<file path="config.mk">
export PLATFORM = sky130hd
export DESIGN_NAME = dbg_redirect_unit
export DESIGN_NICKNAME = d
export VERILOG_FILES = /design/src/rtl/dbgr_pkg.sv /design/src/rtl/dbgr_opcode_detect.sv /design/src/rtl/dbgr_redir_reg.sv /design/src/rtl/dbgr_arbiter.sv /design/src/rtl/dbg_redirect_unit.sv
export SDC_FILE = /design/constraint.sdc
export NUM_CORES = 1
export LEC_CHECK = 0
export ABC_AREA = 1
export BUFFER_PORTS_ARGS = -buffer_cell sky130_fd_sc_hd__buf_2
export CAP_MARGIN = 20
export CORE_AREA = 4 4 76 78
export DETAILED_ROUTE_END_ITERATION = 6
export DIE_AREA = 0 0 80 82
export PLACE_DENSITY = 0.56
export REMOVE_ABC_BUFFERS = 1
export SYNTH_ARGS = -nofsm -noshare
export SYNTH_HDL_FRONTEND = slang
export SYNTH_HIERARCHICAL = 1
export SYNTH_SLANG_ARGS = --single-unit
</file>
<file path="constraint.sdc">
create_clock -name clk -period 2.9 [get_ports clk]
set_input_delay 0.435 -clock clk [delete_from_list [all_inputs] [get_ports clk]]
set_output_delay 0.435 -clock clk [all_outputs]
set_load 0.01 [all_outputs]
</file>
<file path="src/rtl/dbgr_pkg.sv">
package dbgr_pkg;
  localparam int NUM_EV = 5;
  localparam int ID_W   = 3;
  typedef enum logic [ID_W-1:0] {
    EV_NONE   = 3'd0,
    EV_OPCODE = 3'd1,
    EV_INT01  = 3'd2,
    EV_STEP   = 3'd3,
    EV_BPX    = 3'd4,
    EV_TASK   = 3'd5
  } dbg_ev_e;
  localparam logic [7:0] VEC_STEP = 8'd1;
  localparam logic [7:0] VEC_BP   = 8'd3;
  localparam int BPX_IDX = 3;
endpackage

</file>
<file path="src/rtl/dbgr_opcode_detect.sv">
module dbgr_opcode_detect #(
  parameter int BYTE_W = 8,
  parameter logic [BYTE_W-1:0] OPC = 8'hF1
) (
  input  logic              fetch_valid,
  input  logic              fetch_first,
  input  logic [BYTE_W-1:0] fetch_byte,
  output logic              hit
);
  assign hit = fetch_valid & fetch_first & (fetch_byte == OPC);
endmodule

</file>
<file path="src/rtl/dbgr_redir_reg.sv">
module dbgr_redir_reg #(
  parameter int WR_MODE = 0
) (
  input  logic clk,
  input  logic rst_n,
  input  logic sw_wr_en,
  input  logic sw_wr_data,
  input  logic dp_wr_en,
  input  logic dp_wr_data,
  input  logic dp_hwbp_arm,
  output logic redir
);
  logic sel_en, sel_data, redir_n, upd;

  generate
    if (WR_MODE == 0) begin : g_sw_path
      assign sel_en   = sw_wr_en;
      assign sel_data = sw_wr_data;
    end else begin : g_dp_path
      assign sel_en   = dp_wr_en;
      assign sel_data = dp_wr_data;
    end
  endgenerate

  always_comb begin
    redir_n = redir;
    if (sel_en)      redir_n = sel_data;
    if (dp_hwbp_arm) redir_n = 1'b1;
  end

  assign upd = sel_en | dp_hwbp_arm;

  always_ff @(posedge clk or negedge rst_n) begin
    if (!rst_n)   redir <= 1'b0;
    else if (upd) redir <= redir_n;
  end
endmodule

</file>
<file path="src/rtl/dbgr_arbiter.sv">
module dbgr_arbiter
  import dbgr_pkg::*;
#(
  parameter int FLAG_W = 16
) (
  input  logic              clk,
  input  logic              rst_n,
  input  logic [NUM_EV-1:0] ev_in,
  input  logic              redir,
  input  logic              emu_present,
  input  logic              req_ack,
  input  logic [FLAG_W-1:0] flags_in,
  output logic              vec_req,
  output logic              emu_break_req,
  output logic [7:0]        vec_num,
  output logic [ID_W-1:0]   event_id,
  output logic [FLAG_W-1:0] saved_flags,
  output logic              hang
);
  logic [NUM_EV-1:0] pend, pend_n, clr;
  logic [ID_W-1:0]   sel_idx, id_n;
  logic              sel_any, busy;
  logic              vreq_n, ereq_n, hang_n;
  logic [7:0]        num_n;
  logic [FLAG_W-1:0] flg_n;

  assign busy = vec_req | emu_break_req;

  // highest index wins: task > bpx > step > int01 > opcode
  always_comb begin
    sel_idx = '0;
    sel_any = 1'b0;
    for (int i = 0; i < NUM_EV; i++) begin
      if (pend[i]) begin
        sel_idx = ID_W'(i);
        sel_any = 1'b1;
      end
    end
  end

  always_comb begin
    for (int i = 0; i < NUM_EV; i++)
      clr[i] = busy & req_ack & (event_id == ID_W'(i + 1));
  end

  always_comb begin
    pend_n = (pend & ~clr) | ev_in;
    vreq_n = vec_req;
    ereq_n = emu_break_req;
    id_n   = event_id;
    num_n  = vec_num;
    flg_n  = saved_flags;
    hang_n = hang;
    if (hang) begin
      pend_n = pend;
    end else if (busy) begin
      if (req_ack) begin
        vreq_n = 1'b0;
        ereq_n = 1'b0;
        id_n   = EV_NONE;
        num_n  = '0;
      end
    end else if (sel_any) begin
      if (redir && !emu_present) begin
        hang_n = 1'b1;
      end else begin
        vreq_n = ~redir;
        ereq_n = redir;
        id_n   = sel_idx + ID_W'(1);
        num_n  = redir ? 8'd0 : ((sel_idx == ID_W'(BPX_IDX)) ? VEC_BP : VEC_STEP);
        flg_n  = flags_in;
      end
    end
  end

  always_ff @(posedge clk or negedge rst_n) begin
    if (!rst_n) begin
      pend          <= '0;
      vec_req       <= 1'b0;
      emu_break_req <= 1'b0;
      event_id      <= EV_NONE;
      vec_num       <= '0;
      saved_flags   <= '0;
      hang          <= 1'b0;
    end else begin
      pend          <= pend_n;
      vec_req       <= vreq_n;
      emu_break_req <= ereq_n;
      event_id      <= id_n;
      vec_num       <= num_n;
      saved_flags   <= flg_n;
      hang          <= hang_n;
    end
  end
endmodule

</file>
<file path="src/rtl/dbg_redirect_unit.sv">
module dbg_redirect_unit
  import dbgr_pkg::*;
#(
  parameter int WR_MODE = 0,
  parameter int FLAG_W  = 16,
  parameter int BYTE_W  = 8,
  parameter logic [BYTE_W-1:0] OPC = 8'hF1
) (
  input  logic              clk,
  input  logic              rst_n,
  input  logic              fetch_valid,
  input  logic              fetch_first,
  input  logic [BYTE_W-1:0] fetch_byte,
  input  logic              ev_int01,
  input  logic              ev_step,
  input  logic              ev_bpx,
  input  logic              ev_task,
  input  logic [FLAG_W-1:0] flags_in,
  input  logic              sw_wr_en,
  input  logic              sw_wr_data,
  input  logic              dp_wr_en,
  input  logic              dp_wr_data,
  input  logic              dp_hwbp_arm,
  input  logic              emu_present,
  input  logic              req_ack,
  output logic              vec_req,
  output logic [7:0]        vec_num,
  output logic              emu_break_req,
  output logic [ID_W-1:0]   event_id,
  output logic [FLAG_W-1:0] saved_flags,
  output logic              hang,
  output logic              retire_en,
  output logic              redir_bit
);
  logic rst_q1, rst_n_s;
  logic opc_hit;
  logic [NUM_EV-1:0] ev_vec;

  // asynchronous assert, synchronous release
  always_ff @(posedge clk or negedge rst_n) begin
    if (!rst_n) begin
      rst_q1  <= 1'b0;
      rst_n_s <= 1'b0;
    end else begin
      rst_q1  <= 1'b1;
      rst_n_s <= rst_q1;
    end
  end

  dbgr_opcode_detect #(.BYTE_W(BYTE_W), .OPC(OPC)) u_opc (
    .fetch_valid(fetch_valid), .fetch_first(fetch_first),
    .fetch_byte(fetch_byte), .hit(opc_hit)
  );

  assign ev_vec = {ev_task, ev_bpx, ev_step, ev_int01, opc_hit};

  dbgr_redir_reg #(.WR_MODE(WR_MODE)) u_reg (
    .clk(clk), .rst_n(rst_n_s),
    .sw_wr_en(sw_wr_en), .sw_wr_data(sw_wr_data),
    .dp_wr_en(dp_wr_en), .dp_wr_data(dp_wr_data),
    .dp_hwbp_arm(dp_hwbp_arm), .redir(redir_bit)
  );

  dbgr_arbiter #(.FLAG_W(FLAG_W)) u_arb (
    .clk(clk), .rst_n(rst_n_s), .ev_in(ev_vec),
    .redir(redir_bit), .emu_present(emu_present), .req_ack(req_ack),
    .flags_in(flags_in), .vec_req(vec_req), .emu_break_req(emu_break_req),
    .vec_num(vec_num), .event_id(event_id), .saved_flags(saved_flags),
    .hang(hang)
  );

  assign retire_en = ~hang;
endmodule

</file>
==> impl_metrics.ini <==
[global_route]
grt_max_degree = 30
antenna_found_initial = 0
gr-usage-all-layers_pct = 11.9
gr-total-overflow = 0
grt_pass1_wl_mm = 6.00
grt_pass1_vias = 1358

[setup_path]
cp_common_cell = nand2_1
cp.required_ns = 3.07
arrival_ns = 1.65
worst_path_max_delay_cell = dfrtp_1
critical_path_class = reg -> reg
critPathMaxFanout = 18
end_kind = flip-flop
startpoint_type = flip-flop
cp_cell_sequence = inv_2, nor2_2, nor2_4, nand3_4, nand2_1, nand2_1
max_stage_delay_ns = 0.43

[routing]
drcViolationCount = 0
dr_total_vias = 1366
viasPerCell = 4.30
first_pass_iters = 4
wl_per_cell_um = 11.6
antenna_left = 0
first_iter_violations = 38
wirelength_mm = 3.69

[timing]
slew_viol_final = 0
tns_ns = 0
fin_crit_ns = 1.48
fmax_ghz = 0.676
final.setup_skew_ns = 0.00210
hold_viol = 0
fin_crit_sh_pct = 51.0
setup-violations-final = 0
rsz0062_at_grt = no

[logic_synthesis]
ys_warn_count = 6
ys_ff_latch = 31
syn_avg_cell_area_um2 = 8.57
syn_area_um2 = 1560
synthCells = 182
yosysTopAreaCellShare_pct = 49.8
yosysTopAreaCell = dfrtp_1
synthDistinctLibCells = 22
synthTopCellsByArea = dfrtp_1 50%, nand2_1 15%, nand4_1 6.8%, inv_1 3.6%, buf_4 3.4%
seq_area_frac_synth_pct = 49.8

[min_path]
hp-class = reg -> async

[floorplanning]
ios = 71
dieHeight_um = 82
die-area_um2 = 6560
start_util_pct = 30.7
die_x_um = 80
core-area_um2 = 5070
num_rows = 26

[cts]
cts_num_sinks = 31
cts_made_buffers = 5
tritoncts = built
clock_tree.buffer_depth = 2
clk_pin_slew_ns = 0.07
clockRootBuffer = clkbuf_8
h-tree-depth = 2
clk_latency_ns = 0.28

[run]
maxCapViolations = 0

[final_layout]
most-common-layout-cells = 64 x nand2_1, 62 x buf_2, 31 x dfrtp_1, 17 x nand4_1, 15 x inv_1
fin_nets = 286
layout_commonest_cell = nand2_1
syn_to_final_growth_pct = 29.7
finalNonFillerCells = 318
drive_gt1_share_pct = 35.5
insertedDiodeCount = 0

[placed_design]
hpwl_mm = 2.71
dp_cells = 309
io_buffer_count = 62
gp_congestion = 0.776

[pwr]
p_leak_nw = 1.22
peakVddDrop_mv = 0.164
power_density_nw_per_um2 = 457
finalPower_uw = 924

[run_status]
status = completed
layer usage:
metal	GRT usage [%]	wire, um	part of all wire [%]
met1	14.5	1690	46
met2	19.2	1620	44
met3	3.62	305	8.3
met4	5.57	67	1.8
met5	0	0	0
registers in the layout, indices dropped and copies added, names as in the netlist:
register / flops
u_arb/saved_flags: 16
u_arb/pend: 5
u_arb/event_id: 3
u_arb/vec_num: 2
rst_n_s: 1
rst_q1: 1
u_arb/emu_break_req: 1
u_arb/hang: 1
u_reg/redir: 1
stage by stage:
step / setup slack, ns / hold WS (ns) / utilization (%) / cell area (um2)
floorplan: 1.46 / 0.139 / - / 1480
global placement: 1.38 / 0.222 / 37.3 / 1890
detailed placement: 1.38 / 0.222 / 37.3 / 1890
CTS: 1.40 / 0.273 / 39.8 / 2020
global route: 1.29 / 0.300 / 39.8 / 2020
finish: 1.42 / 0.251 / 39.8 / 2020
repair_timing:
action,4_1_cts,5_1_grt
gates resized for setup,0,0
hold endpoints to repair,2,0
buffers inserted,0,0
hold buffers,1,0
cells in the mapped netlist (all sizes together):
| library cell | instances |
|---|---|
| inv | 17 |
| buf | 12 |
| nand4 | 18 |
| o21ai | 6 |
| nor2 | 12 |
| nor3 | 2 |
| conb | 2 |
| dfrtp | 31 |
| nand3 | 13 |
| a21oi | 1 |
| nand2 | 68 |
power breakdown:
| part | total [mW] | switching [mW] | internal [mW] |
|---|---|---|---|
| Combinational | 0.0475 | 0.0249 | 0.0226 |
| Sequential | 0.437 | 0.00178 | 0.435 |
| Clock | 0.440 | 0.163 | 0.278 |
| Total | 0.924 | 0.189 | 0.735 |
layout make-up:
type                    instances  area [um2]
fillers                       572        3050
multi-input cells             127         642
flip-flops and latches         31         776
repair buffers                 65         335
well taps                      70        87.6
clock inverters                 2        35.0
inverters                      17        63.8
clock buffers                   6        82.6
worst max-delay path: cells and delay by family, from the launching register on:
kind                   cells  cell delay, ns
buffers and inverters      1            0.09
DFF                        1            0.43
and+or+nand+nor            5            0.84
path summary, 6_finish.rpt:
kind                              from                    end  slack [ns]  cells past startpoint
setup reg to reg           u_reg/redir   u_arb/saved_flags[9]        1.42                      6
max in group asynchronous        rst_n                 rst_q1        2.35                      2
min in group clk              ev_int01          u_arb/pend[1]        0.35                      3
setup / recovery           u_reg/redir   u_arb/saved_flags[9]        1.42                      6
hold / removal                 rst_n_s  u_arb/saved_flags[11]        0.25                      1
hold reg to reg                rst_n_s  u_arb/saved_flags[11]        0.25                      1
kinds of logic after synthesis:
| kind of cell | after synthesis | synth area share, % |
|---|---|---|
| other cells | 2 | 0.482 |
| simple gates | 113 | 36.8 |
| flops | 31 | 49.8 |
| compound gates | 7 | 2.73 |
| buf+inv | 29 | 10.3 |
No activity file was read; power rests on OpenSTA's default activity.
